## config.mk

```make
export PLATFORM = sky130hd
export DESIGN_NAME = smi_negotiator
export DESIGN_NICKNAME = d
export VERILOG_FILES = /design/src/rtl/smi_negotiator.sv
export SDC_FILE = /design/constraint.sdc
export NUM_CORES = 1
export LEC_CHECK = 0
export CORE_UTILIZATION = 35
export CTS_BUF_LIST = sky130_fd_sc_hd__clkbuf_4 sky130_fd_sc_hd__clkbuf_8 sky130_fd_sc_hd__clkbuf_16
export DETAILED_ROUTE_END_ITERATION = 10
export PLACE_DENSITY = 0.73
export SYNTH_ARGS = -nofsm -noshare
export SYNTH_HDL_FRONTEND = slang
export SYNTH_SLANG_ARGS = --single-unit
export TNS_END_PERCENT = 50
```

## constraint.sdc

```tcl
create_clock -name clk -period 1.7 [get_ports clk]
set_input_delay 0.34 -clock clk [delete_from_list [all_inputs] [get_ports clk]]
set_output_delay 0.34 -clock clk [all_outputs]
set_load 0.05 [all_outputs]
```

## src/rtl/smi_negotiator.sv

```systemverilog
module smi_negotiator #(
  parameter int          NCPU         = 4,
  parameter logic [63:0] HOST_MASK    = 64'h1,
  parameter logic [7:0]  CMD_ACPI_ON  = 8'h02,
  parameter logic [7:0]  CMD_ACPI_OFF = 8'h03,
  localparam int         CW           = (NCPU > 1) ? $clog2(NCPU) : 1
) (
  input  logic            clk,
  input  logic            rst_n,
  input  logic            req_wr,
  input  logic [7:0]      req_be,
  input  logic [63:0]     req_wdata,
  input  logic            ok_wr,
  input  logic            cmd_wr,
  input  logic [7:0]      cmd_code,
  input  logic [CW-1:0]   cmd_cpu,
  input  logic            smi_cmd_en,
  output logic [63:0]     host_mask,
  output logic [63:0]     req_word,
  output logic            ok_flag,
  output logic [63:0]     neg_feat,
  output logic            acpi_on_pulse,
  output logic            acpi_off_pulse,
  output logic [NCPU-1:0] smi_pulse
);

  localparam logic [NCPU-1:0] ONE = {{(NCPU-1){1'b0}}, 1'b1};

  logic [63:0]     req_q;
  logic [63:0]     neg_q;
  logic            ok_q;
  logic            on_q, off_q;
  logic [NCPU-1:0] smi_q;

  for (genvar k = 0; k < 8; k++) begin : g_lane
    always_ff @(posedge clk or negedge rst_n)
      if (!rst_n)                  req_q[8*k +: 8] <= 8'h00;
      else if (req_wr && req_be[k]) req_q[8*k +: 8] <= req_wdata[8*k +: 8];
  end

  wire req_bad = |(req_q & ~HOST_MASK);
  wire accept  = ok_wr && !ok_q && !req_bad;

  always_ff @(posedge clk or negedge rst_n)
    if (!rst_n) begin
      ok_q  <= 1'b0;
      neg_q <= 64'h0;
    end else if (accept) begin
      ok_q  <= 1'b1;
      neg_q <= req_q;
    end

  wire is_on    = cmd_wr && (cmd_code == CMD_ACPI_ON);
  wire is_off   = cmd_wr && (cmd_code == CMD_ACPI_OFF);
  wire raise    = cmd_wr && !is_on && !is_off && smi_cmd_en;
  wire [NCPU-1:0] smi_d = !raise   ? '0 :
                          neg_q[0] ? '1 : (ONE << cmd_cpu);

  always_ff @(posedge clk or negedge rst_n)
    if (!rst_n) begin
      on_q  <= 1'b0;
      off_q <= 1'b0;
      smi_q <= '0;
    end else begin
      on_q  <= is_on;
      off_q <= is_off;
      smi_q <= smi_d;
    end

  assign host_mask      = HOST_MASK;
  assign req_word       = req_q;
  assign ok_flag        = ok_q;
  assign neg_feat       = neg_q;
  assign acpi_on_pulse  = on_q;
  assign acpi_off_pulse = off_q;
  assign smi_pulse      = smi_q;

endmodule

```

==> flow_summary_export.csv <==
group,metric,value,unit
timing,setup_slack,-0.3285,ns
outcome,failed_checks,"design-rule violations, negative setup slack",
critical_path,crit_required,2.00,ns
flow_run,drv_cap,0,
critical_path,reg2reg_slack,-0.33,ns
final_layout,design_area,8594,um^2
critical_path,crit_path_start_kind,"flop",
floorplan,die_x,125.7,um
worst_hold_path,min_path_type,"in2async",
place,gp_congestion,0.7633,
global_route,grt_pass1_vias,4116,
clocking,root_buffer,"clkbuf_16",
critical_path,r2r_cells,7,
timing,rsz0062_at_grt,"yes",
critical_path,cp.arrival,2.33,ns
floorplan,core-area,14750,um^2
final_layout,drive_gt1_share,48.16,%
place,portBuffers,222,
timing,finalCriticalPeriod,2.029,ns
critical_path,crit_type,"reg2reg",
logic_synthesis,synthTopCellsByArea,"dfrtp_1 63%, mux2_2 13%, buf_4 9.0%",
place,dpl-instance-area,7796,um^2
timing,hold_slack,0.3854,ns
logic_synthesis,synth_cells,385,
clocking,cts_sinks,135,
logic_synthesis,synth_area,5354,um^2
clocking,tritoncts,"yes",
timing,fin_skew,0.009772,ns
final_layout,syn2layout_area_growth,60.53,%
pwr,totalPowerFinal,9.952,mW
drt,viasPerCell,4.336,
clocking,clk_latency,0.42,ns
timing,tightest_slew,0.5478,ns
timing,fmax,0.4930,GHz
place,hpwl,10490,um
drt,wl_met1,5355,um
floorplan,rows,44,
logic_synthesis,synth_top_area_cell,"dfrtp_1",
logic_synthesis,yosys.cell_types.count,24,
clocking,cts-buffers-inserted,17,
place,dp_slack,-0.6920,ns
logic_synthesis,synth_seq_cells,135,
logic_synthesis,synth_top_area_share,63.10,%
critical_path,startpoint,"req_word[11]",
final_layout,nNetsFinal,784,
timing,report.final.slew_viol_count,0,
drt,wl_met3,1380,um
timing,relSlewSlack,63.14,%
drt,vias,3868,
floorplan,fp.dieH,125.7,um
global_route,grt_max_degree,48,
drt,wl,14100,um
drt,wl_per_cell,15.81,um
clocking,path_clk_slew,0.06,ns
global_route,grt_usage,18.25,%
critical_path,reg2reg_to,"neg_feat[25]",
drt,wl_met2,7024,um
drt,postRouteAntennaNets,0,
logic_synthesis,synth.avg_cell_area,13.91,um^2
timing,min_period_over_period,119.3,%
floorplan,dieArea,15800,um^2
drt,drtIter0Drc,135,
drt,drtPass1Iterations,11,
final_layout,n_antenna_cell,0,
critical_path,crit_fanout,11,
critical_path,r2r_start,"req_word[11]",
clocking,ctsHtreeMaxLevel,4,
timing,finalHoldViolCount,0,
logic_synthesis,yosysSeqAreaShare,63.10,%
drt,routed.top_layer,"met4",
pwr,p_per_area,1158,nW/um^2
drt,drcViolationCount,21,
pwr,leakagePower,4.298,nW
global_route,antenna_found_initial,0,
logic_synthesis,synth_warnings,0,
floorplan,io_pins,287,
clocking,clockBufferDepth,2,
critical_path,crit_path_end_kind,"flop",
timing,fin_tns_setup,-19.34,ns
global_route,grt_pass1_wl,21640,um
global_route,grt_remaining_overflow,0,
floorplan,initial_core_util,36.29,%
outcome,status,"finished with violations",
timing,setup_viol,65,
pwr,vdd_drop_max,662.1,uV
## state kept, by name (all words and copies together) (netlist names)
signal and flops:
smi_pulse 4, neg_feat 64, acpi_off_pulse 1, ok_flag 1, acpi_on_pulse 1, req_word 64
## synth_stat cells
library cell	instances
a21oi_1	4
and2_1	63
and3_1	1
buf_4	64
buf_6	6
clkbuf_1	2
conb_1	2
dfrtp_1	135
inv_1	2
mux2_2	64
mux2_4	1
nand2_1	10
nand2b_1	1
nand3_1	1
nand3b_1	1
nand4_1	2
nand4_2	1
nor2_1	5
nor3_1	2
nor4_1	13
nor4_4	1
nor4b_1	2
or4_1	1
or4_4	1
## timing repair
action                                  4_1_cts  5_1_grt
pin swaps                                     1        0
endpoints found under the setup margin       65       69
setup buffers                                 1        1
resized for setup                             6       19
hold buffers                                  1        0
cloned                                        0        3
hold endpoints to repair                     30        0
## worst max path at each step
stage,endpoint,slack (ns),cells after the start
2_1_floorplan,neg_feat[0],-0.20,5
3_3_place_gp,neg_feat[51],-0.57,7
3_5_place_dp,neg_feat[45],-0.69,7
4_1_cts,neg_feat[27],-0.30,7
5_1_grt,neg_feat[40],-0.41,8
6_report,neg_feat[25],-0.33,7
## cells in the final DEF (no fill, tap or decap), types with 2 or more instances in the layout
| cell type | synthesis | layout |
|---|---|---|
| a21oi_1 | 4 | 4 |
| and2_1 | 63 | 48 |
| and2_4 | 0 | 15 |
| buf_12 | 0 | 8 |
| buf_4 | 64 | 202 |
| buf_6 | 6 | 3 |
| bufinv_16 | 0 | 4 |
| clkbuf_16 | 0 | 18 |
| clkdlybuf4s50_1 | 0 | 86 |
| clkinv_2 | 0 | 4 |
| clkinvlp_4 | 0 | 4 |
| conb_1 | 2 | 64 |
| dfrtp_1 | 135 | 130 |
| dfrtp_2 | 0 | 5 |
| inv_1 | 2 | 2 |
| mux2_2 | 64 | 64 |
| nand2_1 | 10 | 10 |
| nand4_1 | 2 | 2 |
| nor2_1 | 5 | 5 |
| nor4_1 | 13 | 9 |
| nor4_2 | 0 | 3 |
| nor4_4 | 1 | 2 |
| nor4b_2 | 0 | 2 |
## critical path, cell delays in order (launching register included)
cell	delay, ns
dfrtp_1	0.42
nor4_4	0.33
nand2_1	0.15
nor4_4	0.36
nand4_4	0.14
buf_12	0.19
clkbuf_16	0.16
and2_1	0.15
## routing by layer
metal  global-route usage (%)  vias to the layer above
met5                        0                        -
met4                    9.397                        0
met3                    7.859                       21
met2                    30.46                      210
met1                    19.74                     1859
li1                         -                     1778
## cell type report
| type | count | area (um^2) |
|---|---|---|
| clock buffer | 18 | 439.2 |
| multi-input combinational | 238 | 1743 |
| sequential | 135 | 3385 |
| clock inverter | 13 | 178.9 |
| fill | 1174 | 6160 |
| tap | 184 | 230.2 |
| timing repair buffer | 302 | 2611 |
| inverter | 2 | 7.507 |
## logic make-up after synthesis
| family | count (synthesis) | share of synthesized area [%] |
|---|---|---|
| buf+inv | 74 | 10.52 |
| other cells | 2 | 0.1403 |
| flops | 135 | 63.10 |
| compound gates | 4 | 0.3739 |
| mux | 65 | 13.74 |
| simple gates | 105 | 12.13 |
## where the power goes
group          switching, mW  internal (mW)  leakage [nW]
clock                   1.35           2.47         0.294
sequential             0.165           3.45          1.74
combinational           1.58          0.942          2.27
## through the flow
| stage | cells | util [%] |
|---|---|---|
| after detailed placement | 855 | 52.84 |
| after CTS | 888 | 57.43 |
| final | 892 | 58.25 |
| after floorplan | 447 | - |
| after global placement | 855 | 52.84 |
| after global routing | 892 | 58.25 |
(Power assumes the default switching activity.)
